===== config.mk =====
export PLATFORM = sky130hd
export DESIGN_NAME = rxg_gain_stage
export DESIGN_NICKNAME = d
export VERILOG_FILES = /design/src/rtl/rxg_pkg.sv /design/src/rtl/rxg_code_reg.sv /design/src/rtl/rxg_scaler.sv /design/src/rtl/rxg_gain_stage.sv
export SDC_FILE = /design/constraint.sdc
export NUM_CORES = 1
export LEC_CHECK = 0
export ABC_AREA = 1
export CAP_MARGIN = 20
export CORE_ASPECT_RATIO = 0.5
export CORE_MARGIN = 8
export CORE_UTILIZATION = 52
export CTS_CLUSTER_SIZE = 30
export DETAILED_ROUTE_END_ITERATION = 8
export GPL_ROUTABILITY_DRIVEN = 0
export PLACE_DENSITY = 0.78
export SETUP_SLACK_MARGIN = 0.02
export SLEW_MARGIN = 10
export SYNTH_ARGS = -nofsm -noshare
export SYNTH_HDL_FRONTEND = slang
export SYNTH_SLANG_ARGS = --single-unit

===== constraint.sdc =====
create_clock -name clk -period 7.3 [get_ports clk]
set_input_delay 1.46 -clock clk [delete_from_list [all_inputs] [get_ports clk]]
set_output_delay 1.46 -clock clk [all_outputs]
set_load 0.02 [all_outputs]

===== src/rtl/rxg_pkg.sv =====
package rxg_pkg;

    // Controller state of the gain code register
    typedef enum logic [0:0] {
        RXG_MUTED   = 1'b0,
        RXG_SCALING = 1'b1
    } rxg_state_e;

    localparam int RXG_DATA_W   = 16;
    localparam int RXG_CODE_W   = 8;
    localparam int RXG_FRAC_W   = 10;
    localparam int RXG_BASE     = 256;
    localparam int RXG_SLOPE    = 3;
    localparam logic [7:0] RXG_STRAP_HI = 8'hE2;
    localparam logic [7:0] RXG_STRAP_LO = 8'hAF;

endpackage


===== src/rtl/rxg_code_reg.sv =====
module rxg_code_reg
    import rxg_pkg::*;
#(
    parameter int              CODE_W   = RXG_CODE_W,
    parameter logic [CODE_W-1:0] STRAP_HI = CODE_W'(RXG_STRAP_HI),
    parameter logic [CODE_W-1:0] STRAP_LO = CODE_W'(RXG_STRAP_LO)
) (
    input  logic              clk,
    input  logic              rst_n,
    input  logic              wr_en,
    input  logic [CODE_W-1:0] wr_code,
    input  logic              strap_lvl,
    input  logic              strap_load,
    output logic [CODE_W-1:0] code,
    output rxg_state_e        state
);

    logic [CODE_W-1:0] code_q, code_d;
    rxg_state_e        state_q, state_d;
    logic              load_any;
    logic [CODE_W-1:0] strap_code;

    assign strap_code = strap_lvl ? STRAP_HI : STRAP_LO;
    assign load_any   = strap_load | wr_en;

    // Next code: the strap default has priority over a write
    always_comb begin
        code_d = code_q;
        if (strap_load) begin
            code_d = strap_code;
        end else if (wr_en) begin
            code_d = wr_code;
        end
    end

    // Next state
    always_comb begin
        state_d = state_q;
        unique case (state_q)
            RXG_MUTED: begin
                if (load_any && (code_d != '0)) state_d = RXG_SCALING;   // T_UNMUTE
            end
            RXG_SCALING: begin
                if (load_any && (code_d == '0)) state_d = RXG_MUTED;     // T_MUTE
            end
            default: state_d = RXG_MUTED;
        endcase
    end

    // State register
    always_ff @(posedge clk or negedge rst_n) begin
        if (!rst_n) begin
            state_q <= RXG_MUTED;
            code_q  <= '0;
        end else begin
            state_q <= state_d;
            code_q  <= code_d;
        end
    end

    // Outputs
    always_comb begin
        code  = code_q;
        state = state_q;
    end

    AST_STRAP_DEFAULT: assert property (@(posedge clk) disable iff (!rst_n)
        strap_load |=> (code_q == ($past(strap_lvl) ? STRAP_HI : STRAP_LO)));

    AST_STRAP_BEATS_WRITE: assert property (@(posedge clk) disable iff (!rst_n)
        (strap_load && wr_en && (wr_code != strap_code)) |=> (code_q != $past(wr_code)));

    AST_WRITE_LANDS: assert property (@(posedge clk) disable iff (!rst_n)
        (wr_en && !strap_load) |=> (code_q == $past(wr_code)));

    AST_STATE_TRACKS: assert property (@(posedge clk) disable iff (!rst_n)
        load_any |=> ((state_q == RXG_MUTED) == (code_q == '0)));

endmodule


===== src/rtl/rxg_scaler.sv =====
module rxg_scaler
    import rxg_pkg::*;
#(
    parameter int DATA_W = RXG_DATA_W,
    parameter int CODE_W = RXG_CODE_W,
    parameter int FRAC_W = RXG_FRAC_W,
    parameter int BASE   = RXG_BASE,
    parameter int SLOPE  = RXG_SLOPE
) (
    input  logic signed [DATA_W-1:0] sample,
    input  logic        [CODE_W-1:0] code,
    output logic signed [DATA_W-1:0] scaled
);

    localparam int FACT_MAX = BASE + SLOPE * ((1 << CODE_W) - 1);
    localparam int FACT_W   = $clog2(FACT_MAX + 1);
    localparam int PROD_W   = DATA_W + FACT_W + 1;
    localparam logic signed [PROD_W-1:0] MAX_V =
        $signed({{(PROD_W-DATA_W+1){1'b0}}, {(DATA_W-1){1'b1}}});
    localparam logic signed [PROD_W-1:0] MIN_V = ~MAX_V;

    logic        [FACT_W-1:0] factor;
    logic signed [PROD_W-1:0] samp_ext, fact_ext, prod, shifted;

    // Factor (BASE + SLOPE*code) in units of 2^-FRAC_W
    assign factor   = FACT_W'(BASE) + FACT_W'(SLOPE) * FACT_W'(code);
    assign samp_ext = PROD_W'(sample);
    assign fact_ext = $signed({{(PROD_W-FACT_W){1'b0}}, factor});
    assign prod     = samp_ext * fact_ext;
    // Arithmetic shift rounds toward minus infinity
    assign shifted  = prod >>> FRAC_W;

    always_comb begin
        if (shifted > MAX_V) begin
            scaled = MAX_V[DATA_W-1:0];
        end else if (shifted < MIN_V) begin
            scaled = MIN_V[DATA_W-1:0];
        end else begin
            scaled = shifted[DATA_W-1:0];
        end
    end

endmodule


===== src/rtl/rxg_gain_stage.sv =====
module rxg_gain_stage
    import rxg_pkg::*;
#(
    parameter int DATA_W = RXG_DATA_W,
    parameter int CODE_W = RXG_CODE_W,
    parameter int FRAC_W = RXG_FRAC_W
) (
    input  logic              clk,
    input  logic              rst_n,
    input  logic              in_valid,
    input  logic [DATA_W-1:0] in_sample,
    input  logic              cfg_we,
    input  logic [CODE_W-1:0] cfg_code,
    input  logic              strap_lvl,
    input  logic              strap_load,
    output logic              out_valid,
    output logic [DATA_W-1:0] out_sample
);

    logic [CODE_W-1:0]        code;
    rxg_state_e               state;
    logic signed [DATA_W-1:0] scaled;
    logic                     vld_q;
    logic [DATA_W-1:0]        smp_q, smp_d;

    rxg_code_reg #(
        .CODE_W  (CODE_W),
        .STRAP_HI(CODE_W'(RXG_STRAP_HI)),
        .STRAP_LO(CODE_W'(RXG_STRAP_LO))
    ) u_code (
        .clk       (clk),
        .rst_n     (rst_n),
        .wr_en     (cfg_we),
        .wr_code   (cfg_code),
        .strap_lvl (strap_lvl),
        .strap_load(strap_load),
        .code      (code),
        .state     (state)
    );

    rxg_scaler #(
        .DATA_W(DATA_W),
        .CODE_W(CODE_W),
        .FRAC_W(FRAC_W),
        .BASE  (RXG_BASE),
        .SLOPE (RXG_SLOPE)
    ) u_scale (
        .sample($signed(in_sample)),
        .code  (code),
        .scaled(scaled)
    );

    // Output select driven by the controller state
    always_comb begin
        smp_d = smp_q;
        if (in_valid) begin
            unique case (state)
                RXG_MUTED:   smp_d = '0;
                RXG_SCALING: smp_d = scaled;
                default:     smp_d = '0;
            endcase
        end
    end

    always_ff @(posedge clk or negedge rst_n) begin
        if (!rst_n) begin
            vld_q <= 1'b0;
            smp_q <= '0;
        end else begin
            vld_q <= in_valid;
            smp_q <= smp_d;
        end
    end

    assign out_valid  = vld_q;
    assign out_sample = smp_q;

    AST_VALID_FOLLOWS: assert property (@(posedge clk) disable iff (!rst_n)
        in_valid |=> out_valid);
    AST_VALID_IDLE: assert property (@(posedge clk) disable iff (!rst_n)
        !in_valid |=> !out_valid);
    AST_MUTE_SILENT: assert property (@(posedge clk) disable iff (!rst_n)
        (in_valid && (code == '0)) |=> (out_sample == '0));
    AST_HOLD_IDLE: assert property (@(posedge clk) disable iff (!rst_n)
        !in_valid |=> $stable(out_sample));

endmodule


# ---- Yosys cells after proc, flatten, opt, wreduce, memory -nomap -nowiden
# Index checks and enable logic that the tools add are counted.
dict set report word_totals {
  regBits 26
  inputBits 30
  out_inout_bits 17
  wordCells 24
}
dict set report classes {
  n_addsub 1
  multipliers 2
  n_lt_le_gt_ge 2
  mux 9
  bitwise_logic 2
  n_reduce_logical 4
}
# cell n
set op_table {}
lappend op_table {{$mux W16} 2}
lappend op_table {{$pmux W16 S2} 1}
lappend op_table {{$mul A16 B11 Y27} 1}
lappend op_table {{$gt A17 B16 Y1 const B} 1}
lappend op_table {{$lt A17 B16 Y1 const B} 1}
lappend op_table {{$mux W8} 2}
lappend op_table {{$add A9 B10 Y10 const A} 1}
lappend op_table {{$mul A2 B8 Y10 const A} 1}
lappend op_table {{$logic_not A8 Y1} 1}
lappend op_table {{$reduce_bool A8 Y1} 1}
lappend op_table {{$mux W7} 1}
lappend op_table {{$logic_and A1 B1 Y1} 2}
lappend op_table {{$mux W1} 2}
lappend op_table {{$pmux W1 S2} 1}
lappend op_table {{$not A1 Y1} 1}
lappend op_table {{$or A1 B1 Y1} 1}

# ---- Longest topological paths before layout
dict set report depth {
  word_depth 7
  mapped_depth 39
  mapped_depth_nobuf 37
}

# ---- By module
# Synthesis repeated with hierarchy kept, for this count alone.
dict set report unflattened {
  cells_unflattened 1138
  area_unflattened_um2 8396.8
}
# mod n_inst cells_each area_each_um2 seq_area_each_um2
set by_module_without_submodules {}
lappend by_module_without_submodules {rxg_scaler 1 997 7186.9 0.0}
lappend by_module_without_submodules {rxg_gain_stage 1 71 716.9 425.4}
lappend by_module_without_submodules {rxg_code_reg 1 70 493.0 225.2}

# ---- Least setup slack after synthesis
# Ideal clock, no wire load.
dict set report synth_timing {
  path_type {register to register}
  startpoint {register u_code.code_q[1], in the netlist u_code.code[1]}
  endpoint {register smp_q[3], in the netlist out_sample[3]}
  setup_time_ps 117
  t_arrival_ps 6310
  required_time_ps 7183
  path_slack_ps 873
  path_stages_with_launch 34
  n_path_buf 2
  synth_period_minus_slack_ps 6427
  path_cell_list {dfrtp_1 > ha_1 > ha_1 > inv_1 > fa_1 > o21ai_1 > or2_2 > nand2_1 > inv_1 > clkbuf_1 > nand2_1 > fa_1 > inv_1 > fa_1 > fa_1 > fa_1 > inv_1 > fa_1 > inv_1 > ha_1 > a21o_1 > nor2_1 > nand2_1 > a21oi_1 > nand2_1 > nand2_2 > nand2_4 > inv_2 > nand2_4 > buf_12 > nand2_2 > nand2_1 > nand2_1 > nand2_1}
}
dict set report synth_via {
  elab_chain_len 7
  word_cells_on_any_way 8
  classes_between {add/sub (1); mul (2); order compare (2); mux (3)}
}
# item line_no
set synth_lines {}
lappend synth_lines {{from (decl)} rxg_code_reg.sv:18} ;# logic [CODE_W-1:0] code_q, code_d;
lappend synth_lines {{from (signal assigned)} rxg_code_reg.sv:57} ;# code_q <= code_d;
lappend synth_lines {{$mul A2 B8 Y10 (*)} rxg_scaler.sv:26} ;# assign factor = FACT_W'(BASE) + FACT_W'(SLOPE) * FACT_W'(code);
lappend synth_lines {{$add A9 B10 Y10 (*)} rxg_scaler.sv:26}
lappend synth_lines {{$mul A16 B11 Y27 (*)} rxg_scaler.sv:29} ;# assign prod = samp_ext * fact_ext;
lappend synth_lines {{$lt A17 B16 Y1} rxg_scaler.sv:36} ;# end else if (shifted < MIN_V) begin
lappend synth_lines {{$mux W16} rxg_scaler.sv:36}
lappend synth_lines {{$mux W16 (*)} rxg_scaler.sv:34} ;# if (shifted > MAX_V) begin
lappend synth_lines {{$pmux W16 S2 (*)} rxg_gain_stage.sv:57} ;# unique case (state)
lappend synth_lines {{to (signal assigned)} rxg_gain_stage.sv:71} ;# smp_q <= smp_d;
lappend synth_lines {{to (decl)} rxg_gain_stage.sv:24} ;# logic [DATA_W-1:0] smp_q, smp_d;
# Mark *: on every way between the ends. The rest lies on a longest branch, timed or not.
# A chain may end at the register's enable or synchronous reset.

# ---- Worst setup path in the final report
dict set report layout_timing {
  startpoint {input port in_sample[15]}
  endpoint {register smp_q[14], in the netlist out_sample[14]}
}
dict set report layout_via {
  elab_chain_len 5
  word_cells_on_any_way 6
  classes_between {mul (1); order compare (2); mux (3)}
}
# item line_no
set layout_lines {}
lappend layout_lines {{from (decl)} rxg_gain_stage.sv:11} ;# input logic [DATA_W-1:0] in_sample,
lappend layout_lines {{$mul A16 B11 Y27 (*)} rxg_scaler.sv:29}
lappend layout_lines {{$lt A17 B16 Y1} rxg_scaler.sv:36}
lappend layout_lines {{$mux W16} rxg_scaler.sv:36}
lappend layout_lines {{$mux W16 (*)} rxg_scaler.sv:34}
lappend layout_lines {{$pmux W16 S2 (*)} rxg_gain_stage.sv:57}
# Marks and branches as above.

==> flow_summary.toml <==
[die]
die_h_um = 104
rows = 32
io_pins = 47
die_w_um = 191
die_area_um2 = 19900
coreArea_um2 = 15200
start_util_pct = 52.6

[critical_path]
start_kind = "input pin"
arrival_ns = 7.10
cp.required_ns = 7.50
critPathMaxFanout = 15
crit_path_end_kind = "flop"
crit_type = "in -> reg"

[synth]
synth_edf_count = 0
synth_ff_type = "dfrtp_1"
synth_fa_ha_area_share_pct = 47.5
synth_mux_area_share_pct = 0.125
synth-simple-area-share_pct = 22.7
yosysWarnings = 0
synth_cells = 1077
seq_area_frac_synth_pct = 8.13
synth_top_family_by_area = "adder cells"
syn-mean-instance-area_um2 = 7.44
synth_compound_area_share_pct = 3.97
synth_nets = 1324
yosysUniqueCellTypes = 37
ys_seq_elements = 26
synthXorXnorAreaFrac_pct = 1.86
synthArstFlopShare_pct = 100
netlist_area_um2 = 8010

[routing]
wl_met1_um = 9130
met2_length_um = 8220
ant_nets = 0
vias = 6564
via_per_inst = 4.98
initialDrtViolationCount = 493
firstDrtPassIters = 5
post_drt_wl_per_cell_um = 14.7
wl_met3_um = 1770
top_layer = "met4"
drt-total-wl_um = 19400
drc = 0

[clock_network]
htree_num_levels = 1
clkLatencyLatePin_ns = 0.26
cts_sinks = 26
clk_pin_slew_worst_paths_ns = 0.07
root_buffer = "clkbuf_16"
cts_tree = "done"
max-clock-path-buffers = 2
cts_hold_buf = 0
cts_made_buffers = 3

[final_layout]
final_area_um2 = 8800
layout_commonest_cell = "inv_1"
drive_gt1_share_pct = 5.30
nNetsFinal = 1362
layout_common_cells = "inv_1, nand2_1, fa_1"
syn_to_final_growth_pct = 9.88
diodes = 0

[placement]
dp_hpwl_um = 16500
placed_cell_area_um2 = 8680
io_buffer_count = 46

[timing]
hold_viol = 0
drv_slew = 0
fin_crit_sh_pct = 94.6
fmax_mhz = 145
min_period_ns = 6.90
fin_setup_tns_ns = 0
tightest_slew_ns = 0.756
relSlewSlack_pct = 49.6
setup_viol = 0
rsz0062_at_grt = "no"
clock_skew_ns = 0.00244

[job]
cap_viol_max_count = 0

[global_route]
grt_antenna_before_repair = 0
grt_pass1_wl_um = 33500
overflow = 0
grt_pass1_vias = 6774
grt_max_degree = 27
grt.total_usage_pct = 20.5

[min_path]
min_path_type = "reg -> reg"

[outcome]
status = "complete, no violations"
==> final timing paths <==
path | start | endpoint | slack (ns) | cells past startpoint
worst max register to register | u_code.code[1]$_DFF_PN0_ | out_sample[14]$_DFFE_PN0P_ | 0.48 | 31
max in group asynchronous | rst_n | out_sample[10]$_DFFE_PN0P_ | 5.48 | 2
worst min-delay path | out_sample[6]$_DFFE_PN0P_ | out_sample[6]$_DFFE_PN0P_ | 0.49 | 2
min in group asynchronous | rst_n | u_code.code[1]$_DFF_PN0_ | 1.56 | 2
worst max-delay path | in_sample[15] | out_sample[14]$_DFFE_PN0P_ | 0.40 | 25
worst min register to register | out_sample[6]$_DFFE_PN0P_ | out_sample[6]$_DFFE_PN0P_ | 0.49 | 2
==> synthesized netlist by cell type (5+ instances only) <==
library cell / instances / area [µm²]
nand2_1: 284 / 1070
nand2_2: 20 / 125
clkbuf_1: 19 / 71.3
nand2_4: 5 / 56.3
ha_1: 72 / 901
a21oi_1: 32 / 160
xnor2_1: 10 / 87.6
xor2_1: 7 / 61.3
dfrtp_1: 26 / 651
fa_1: 145 / 2900
inv_1: 294 / 1100
nand3_1: 25 / 125
o21ai_1: 5 / 25.0
nor2_1: 83 / 312
o21ai_0: 10 / 50.1
==> critical path, stage by stage <==
cell	delay (ns)
clkdlybuf4s50_1	0.62
inv_1	0.16
nor2_1	0.23
inv_1	0.13
fa_1	0.65
inv_1	0.11
fa_1	0.51
fa_1	0.43
fa_1	0.49
inv_1	0.05
fa_1	0.47
inv_1	0.04
ha_1	0.36
a21o_1	0.21
a21boi_0	0.18
nand2_1	0.09
a21oi_1	0.16
nand3_1	0.14
nand2_4	0.11
inv_2	0.04
nand2_4	0.18
nand2_1	0.07
nand2_1	0.07
nand2_1	0.06
nand2_1	0.07
==> cells by family after synthesis <==
group           Yosys count
fa+ha+maj               217
buf+inv                 323
xor+xnor                 17
simple gates            435
flops                    26
mux                       1
compound gates           58
==> stage by stage <==
| stage | hold slack [ns] | util [%] | cells | setup slack (ns) |
|---|---|---|---|---|
| after floorplan | 0.449 | - | 1077 | 0.873 |
| after global placement | 0.480 | 57.0 | 1313 | 0.310 |
| after detailed placement | 0.468 | 57.0 | 1313 | 0.171 |
| after CTS | 0.490 | 57.7 | 1317 | 0.302 |
| after global routing | 0.526 | 57.8 | 1318 | 0.0527 |
| final | 0.487 | 57.8 | 1318 | 0.396 |
==> per-layer routing <==
metal,GRT usage [%],vias to the layer above
met2,30.8,250
met5,0,-
met3,4.55,21
met1,30.1,3119
li1,-,3174
met4,3.39,0
==> state kept, by name, summed over array words and instances, names as in the netlist, named ones only <==
name and count:
out_sample 16, u_code.code 8, out_valid 1
==> area by class of cell <==
| cell class | count | area (µm²) |
|---|---|---|
| clock buffer | 3 | 75.1 |
| clock inverter | 1 | 30.0 |
| fill | 1331 | 6420 |
| inverter | 296 | 1110 |
| multi-input combinational | 728 | 6110 |
| sequential | 26 | 651 |
| tap | 204 | 255 |
| timing repair buffer | 60 | 566 |
==> what timing repair did <==
action | CTS | global route
buffers inserted | 0 | 1
resized for setup | 0 | 3
endpoints found under the setup margin | 0 | 15
Power is not shown: default switching activity piles up to over one toggle a cycle in this logic, so the estimate is an artifact.
